### src/rtl/arc_resp_pkg.sv
// Package: shared frame layout, character codes and sequencer states
// for the response frame transmitter.
package arc_resp_pkg;
    localparam int unsigned ALERT_BITS = 6;
    localparam int unsigned START_BITS = 3;
    localparam logic [START_BITS-1:0] START_PAT = 3'b011; // sent bit0 first: 1,1,0
    localparam int unsigned CHAR_BITS  = 8;
    localparam logic [CHAR_BITS-1:0] ACK_CHAR = 8'h86;
    localparam logic [CHAR_BITS-1:0] NAK_CHAR = 8'h15;
    localparam int unsigned FRAME_BITS = ALERT_BITS + START_BITS + CHAR_BITS;
    localparam int unsigned IDX_W      = $clog2(FRAME_BITS);

    typedef enum logic [1:0] {
        SQ_IDLE  = 2'd0,
        SQ_ARMED = 2'd1,
        SQ_SEND  = 2'd2
    } seq_state_t;
endpackage

### src/rtl/arc_resp_ctx.sv
// Module: arc_resp_ctx
// Keeps track of which events still need a reply (a received packet, a
// free-buffer enquiry) and decides whether a request may start a frame.
// Assumes: idle comes from the sequencer; requests are single-cycle pulses.
module arc_resp_ctx (
    input  logic clk,
    input  logic rst_n,
    input  logic pkt_rcvd,
    input  logic enq_rcvd,
    input  logic req_valid,
    input  logic req_nak,
    input  logic idle,
    output logic start,
    output logic err
);
    logic pkt_q, enq_q;
    logic take, legal, clr_pkt, clr_enq;

    // Legality of a request and which waiting event it uses up.
    always_comb begin
        take    = req_valid & idle;
        legal   = req_nak ? enq_q : (pkt_q | enq_q);
        start   = take & legal;
        clr_pkt = start & ~req_nak & pkt_q;
        clr_enq = start & (req_nak | ~pkt_q);
    end

    // Event flags (a new event wins over a clear) and the error pulse.
    always_ff @(posedge clk) begin
        if (!rst_n) begin
            pkt_q <= 1'b0;
            enq_q <= 1'b0;
            err   <= 1'b0;
        end else begin
            pkt_q <= (pkt_q & ~clr_pkt) | pkt_rcvd;
            enq_q <= (enq_q & ~clr_enq) | enq_rcvd;
            err   <= take & ~legal;
        end
    end

    // a negative request can only start while an enquiry is waiting.
    assert_nak_needs_enq_R7: assert property (@(posedge clk) disable iff (!rst_n)
        (start && req_nak) |=> ($past(enq_q) && (!enq_q || $past(enq_rcvd))));
    // while not idle no request is refused or started.
    assert_busy_no_err_R9: assert property (@(posedge clk) disable iff (!rst_n)
        (req_valid && !idle) |=> !err);
endmodule

### src/rtl/arc_resp_frame.sv
// Module: arc_resp_frame
// Builds the whole frame bit pattern (index 0 goes first) for the chosen
// reply kind: marking run, start pattern, then the character LSB first.
// Assumes: the kind stays stable for the length of a frame.
module arc_resp_frame
    import arc_resp_pkg::*;
#(
    parameter int unsigned N_ALERT = ALERT_BITS,
    parameter int unsigned N_START = START_BITS,
    parameter int unsigned N_CHAR  = CHAR_BITS,
    localparam int unsigned N_ALL  = N_ALERT + N_START + N_CHAR
) (
    input  logic [N_START-1:0] start_pat,
    input  logic [N_CHAR-1:0]  pos_code,
    input  logic [N_CHAR-1:0]  neg_code,
    input  logic               is_nak,
    output logic [N_ALL-1:0]   pattern
);
    logic [N_CHAR-1:0] code;

    // Pick the character for this reply kind.
    always_comb code = is_nak ? neg_code : pos_code;

    // Lay out the three fields of the frame.
    for (genvar i = 0; i < N_ALERT; i++) begin : g_alert
        assign pattern[i] = 1'b1;
    end
    for (genvar i = 0; i < N_START; i++) begin : g_start
        assign pattern[N_ALERT+i] = start_pat[i];
    end
    for (genvar i = 0; i < N_CHAR; i++) begin : g_char
        assign pattern[N_ALERT+N_START+i] = code[i];
    end
endmodule

### src/rtl/arc_resp_seq.sv
// Module: arc_resp_seq
// Bit sequencer: once a frame is taken it waits for the first strobe,
// steps through the frame one bit per strobe, then pulses done.
// Assumes: bit_en is a one-cycle strobe; start comes only while idle.
module arc_resp_seq
    import arc_resp_pkg::*;
#(
    parameter int unsigned N_BITS = FRAME_BITS,
    localparam int unsigned W     = $clog2(N_BITS),
    localparam logic [W-1:0] LAST = W'(N_BITS - 1)
) (
    input  logic         clk,
    input  logic         rst_n,
    input  logic         bit_en,
    input  logic         start,
    input  logic         start_nak,
    output logic         idle,
    output logic         busy,
    output logic         done,
    output logic         kind_nak,
    output logic [W-1:0] bit_idx
);
    seq_state_t state;

    // Status seen by the context logic and the output mux.
    always_comb begin
        idle = (state == SQ_IDLE);
        busy = (state == SQ_SEND);
    end

    // State, bit index, reply kind and done pulse.
    always_ff @(posedge clk) begin
        if (!rst_n) begin
            state    <= SQ_IDLE;
            bit_idx  <= '0;
            done     <= 1'b0;
            kind_nak <= 1'b0;
        end else begin
            done <= 1'b0;
            case (state)
                SQ_IDLE: if (start) begin
                    state    <= SQ_ARMED;
                    kind_nak <= start_nak;
                end
                SQ_ARMED: if (bit_en) begin
                    state   <= SQ_SEND;
                    bit_idx <= '0;
                end
                SQ_SEND: if (bit_en) begin
                    if (bit_idx == LAST) begin
                        state <= SQ_IDLE;
                        done  <= 1'b1;
                    end else begin
                        bit_idx <= bit_idx + 1'b1;
                    end
                end
                default: state <= SQ_IDLE;
            endcase
        end
    end

    // the context logic only starts a frame while the sequencer is idle.
    assert_start_when_idle_R9: assert property (@(posedge clk) disable iff (!rst_n)
        start |-> idle);
    // done follows a busy cycle, and done lasts a single cycle.
    assert_done_after_busy_R5: assert property (@(posedge clk) disable iff (!rst_n)
        $rose(done) |-> ($past(busy) && !busy));
    assert_done_single_R5: assert property (@(posedge clk) disable iff (!rst_n)
        done |=> !done);
    // the bit index moves only on a strobe and never passes the last bit.
    assert_hold_between_strobes_R4: assert property (@(posedge clk) disable iff (!rst_n)
        (busy && !bit_en) |=> (busy && $stable(bit_idx)));
    assert_idx_range_R4: assert property (@(posedge clk) disable iff (!rst_n)
        busy |-> (bit_idx <= LAST));
endmodule

### src/rtl/arc_resp_tx.sv
// Module: arc_resp_tx (top)
// Response frame transmitter: context check, frame layout and bit sequencer.
// Assumes: synchronous active-low reset; bit_en sets the bit rate.
module arc_resp_tx
    import arc_resp_pkg::*;
(
    input  logic clk,
    input  logic rst_n,
    input  logic bit_en,
    input  logic pkt_rcvd,
    input  logic enq_rcvd,
    input  logic req_valid,
    input  logic req_nak,
    output logic ser_out,
    output logic tx_busy,
    output logic tx_done,
    output logic req_err
);
    logic idle, start, kind_nak;
    logic [IDX_W-1:0]      bit_idx;
    logic [FRAME_BITS-1:0] pattern;

    arc_resp_ctx u_ctx (
        .clk(clk), .rst_n(rst_n), .pkt_rcvd(pkt_rcvd), .enq_rcvd(enq_rcvd),
        .req_valid(req_valid), .req_nak(req_nak), .idle(idle),
        .start(start), .err(req_err)
    );

    arc_resp_seq #(.N_BITS(FRAME_BITS)) u_seq (
        .clk(clk), .rst_n(rst_n), .bit_en(bit_en), .start(start),
        .start_nak(req_nak), .idle(idle), .busy(tx_busy), .done(tx_done),
        .kind_nak(kind_nak), .bit_idx(bit_idx)
    );

    arc_resp_frame #(.N_ALERT(ALERT_BITS), .N_START(START_BITS), .N_CHAR(CHAR_BITS)) u_frame (
        .start_pat(START_PAT), .pos_code(ACK_CHAR), .neg_code(NAK_CHAR),
        .is_nak(kind_nak), .pattern(pattern)
    );

    // Serial output: the current frame bit while sending, 0 otherwise.
    always_comb ser_out = tx_busy ? pattern[bit_idx] : 1'b0;

    // the line rests at 0 outside a frame.
    assert_line_quiet_R4: assert property (@(posedge clk) disable iff (!rst_n)
        !tx_busy |-> !ser_out);
    // a refused request never coincides with a frame on the line.
    assert_err_not_busy_R8: assert property (@(posedge clk) disable iff (!rst_n)
        req_err |-> !tx_busy);
endmodule

### config.mk
export PLATFORM = sky130hd
export DESIGN_NAME = arc_resp_tx
export DESIGN_NICKNAME = d
export VERILOG_FILES = /design/src/rtl/arc_resp_pkg.sv /design/src/rtl/arc_resp_ctx.sv /design/src/rtl/arc_resp_frame.sv /design/src/rtl/arc_resp_seq.sv /design/src/rtl/arc_resp_tx.sv
export SDC_FILE = /design/constraint.sdc
export NUM_CORES = 1
export LEC_CHECK = 0
export ABC_AREA = 0
export ABC_CLOCK_PERIOD_IN_PS = 1300
export BUFFER_PORTS_ARGS = -buffer_cell sky130_fd_sc_hd__clkbuf_2
export CAP_MARGIN = 5
export CORE_ASPECT_RATIO = 1.1
export CORE_UTILIZATION = 30
export DETAILED_ROUTE_END_ITERATION = 7
export PLACE_DENSITY = 0.46
export SLEW_MARGIN = 5
export SYNTH_ARGS = -nofsm -noshare
export SYNTH_HDL_FRONTEND = slang
export SYNTH_SLANG_ARGS = --single-unit
### constraint.sdc
create_clock -name clk -period 1.3 [get_ports clk]
set_input_delay 0.26 -clock clk [delete_from_list [all_inputs] [get_ports clk]]
set_output_delay 0.26 -clock clk [all_outputs]
set_load 0.01 [all_outputs]
==> flow_summary.toml <==
[synthesis]
synth_nets = 84
postSynthAreaPerCell_um2 = 8.51
synth-seq-cells = 12
ys_warn_count = 0
yosys.area.top_type = "dfxtp_1"
syn-cell-area_um2 = 638
synth_cells = 75
synthTopCellsByArea = "dfxtp_1, a21oi_1, nand3_1"
synth_cell_types = 32
synth-seq-area-share = 0.376
synth_top_area_frac = 0.376

[global_route]
grt_use_total = 0.154
grt_start_max_net_pins = 8
antenna_found_initial = 0
grt_pass1_wl_um = 2570
grt_pass1_vias = 589
grt_remaining_overflow = 0

[critical_path]
timing.rr.end = "u_seq.bit_idx[2]"
path_class = "reg -> out"
required_ns = 1.04
worstPathArrival_ns = 1.50
start_kind = "flip-flop"
r2r_start = "u_seq.bit_idx[1]"
reg2reg_depth = 7
path_max_fanout = 2
rrSetupSlack_ns = -0.09
end_kind = "primary output"

[finish]
layout_common_cells = "buf_4, clkbuf_2, nor2_1, dfxtp_1, a21oi_1"
area_growth_pct = 57.1
final_nets = 113
layout_commonest_cell = "buf_4"
drive_above_1_share = 0.573
diodes = 0
fillCellCount = 209

[clocking]
ctsRootBufferMaster = "clkbuf_4"
cts_hold_buf = 0
numCtsBuffers = 3
clock_sinks = 12
h-tree-depth = 1
cts_tree = "yes"
clk_pin_slew_ns = 0.08
clock_path_buffers = 2
worstSkewPairLatency_ns = 0.27

[hold_path]
hold_end = "u_ctx.pkt_q"
hold_class = "in -> reg"
min-delay-start = "pkt_rcvd"
hold_depth = 3

[power]
power_density_nw_per_um2 = 804
leakagePower_uw = 0.000413
ir_drop_v = 0.000515

[die]
die-area_um2 = 2320
initial_utilization = 0.319
core_um2 = 2000
die_h_um = 50.4
rows = 17
die_w_um = 46.0
ioPinCount = 11

[timing]
min_period_ns = 1.76
relSlewSlack = 0.758
clock.fmax_mhz = 570
finalSetupTns_ns = -0.876
rsz0062_at_grt = "yes"
setup_slack_ns = -0.456
hold_violations = 0
finClkSkew_ns = 0.000634
slew_violations = 0
setup_viol = 7
period_share = 1.35
worst_slew_pin_slew_ns = 0.353

[detailed_routing]
drtIter0Drc = 20
dr.pass1.iters = 4
vias_per_cell = 4.77
ant_nets = 0
wl_um = 1550
drc_errors = 0
dr_total_vias = 625
routedWlPerCell_um = 11.8

[place]
dpl.hpwl_um = 1160
finalWeightedCongestion = 0.734
numPortBuffers = 10
dpl_worst_slack_ns = -0.248

[outcome]
outcome = "complete, but fails checks"
violations = "negative setup slack"

[run]
max-cap-violations = 0
[metal layers]
layer  wire length, µm  share of wire  track usage
met2               784           0.51        0.244
met4                20          0.013       0.0735
met3                28          0.018       0.0324
met5                 0              0            0
met1               718           0.46        0.191
[synth_stat cells]
cell type  count
dfxtp_1       12
a21oi_1        9
nand3_1        7
nor2_1         7
inv_1          6
o21ai_0        3
and2_2         2
ha_1           2
nor3b_1        2
o21ai_1        2
or3_1          2
a2111oi_0      1
a31oi_1        1
a31oi_2        1
and2_1         1
and3_1         1
and3b_2        1
clkinv_1       1
inv_6          1
mux2_2         1
nand2_1        1
nand2_4        1
nand2b_1       1
nand2b_4       1
nand4_1        1
nand4bb_2      1
nor3_1         1
o21a_1         1
o2bb2ai_1      1
o31ai_1        1
o41ai_1        1
or4_1          1
[registers in the layout, summed over array words and instances (netlist names)]
| name | count |
|---|---|
| u_seq.state | 2 |
| u_ctx.pkt_q | 1 |
| u_ctx.err | 1 |
| u_seq.bit_idx | 5 |
| u_ctx.enq_q | 1 |
| u_seq.done | 1 |
| u_seq.kind_nak | 1 |
[kinds of logic after synthesis]
| family | after synthesis | share of synthesized area |
|---|---|---|
| AO/OA/AOI/OAI | 21 | 0.204 |
| buffers and inverters | 8 | 0.0549 |
| multiplexers | 1 | 0.0176 |
| flip-flops | 12 | 0.376 |
| adder cells (fa/ha/maj) | 2 | 0.0392 |
| AND/OR/NAND/NOR | 31 | 0.308 |
[per-stage QoR]
step	instance area (µm²)	util	cells	hold slack [ns]	total power, µW
after detailed placement	812	0.406	124	0.484	498
after floorplan	644	-	75	0.377	451
final	1000	0.501	131	0.196	806
after global placement	812	0.406	124	0.469	499
after CTS	965	0.482	131	0.202	801
after global routing	1000	0.501	131	0.211	856
[critical path, cell delays in order, from the launching register on]
cell and delay (ns):
dfxtp_2 0.32, or4_4 0.53, a21oi_2 0.12, nor2_1 0.05, nor2_2 0.08, buf_2 0.12
[where the power goes]
| part | switching, µW | internal (µW) |
|---|---|---|
| Clock | 129 | 170 |
| Sequential | 9.93 | 377 |
| Combinational | 61.6 | 57.8 |
[area by class of cell]
cell class | count | area, µm² | area share
Sequential cell | 12 | 253 | 0.252
Tap cell | 28 | 35.0 | 0.0350
Multi-Input combinational cell | 55 | 465 | 0.464
Inverter | 8 | 40.0 | 0.0400
Clock buffer | 4 | 36.3 | 0.0362
Timing Repair Buffer | 24 | 173 | 0.172
[worst max-delay path by stage]
stage	start	to	depth (start not counted)
after floorplan	u_seq.bit_idx[2]	ser_out	4
after global placement	u_seq.kind_nak	ser_out	5
after detailed placement	u_seq.kind_nak	ser_out	5
after CTS	u_seq.kind_nak	ser_out	5
after global routing	u_seq.kind_nak	ser_out	5
final	u_seq.kind_nak	ser_out	5
[repair_timing]
action / in CTS / in global routing
buffers inserted: 3 / 0
resized for setup: 21 / 13
setup endpoints to repair: 7 / 9
pin swaps: 13 / 10
(Power assumes the default switching activity.)
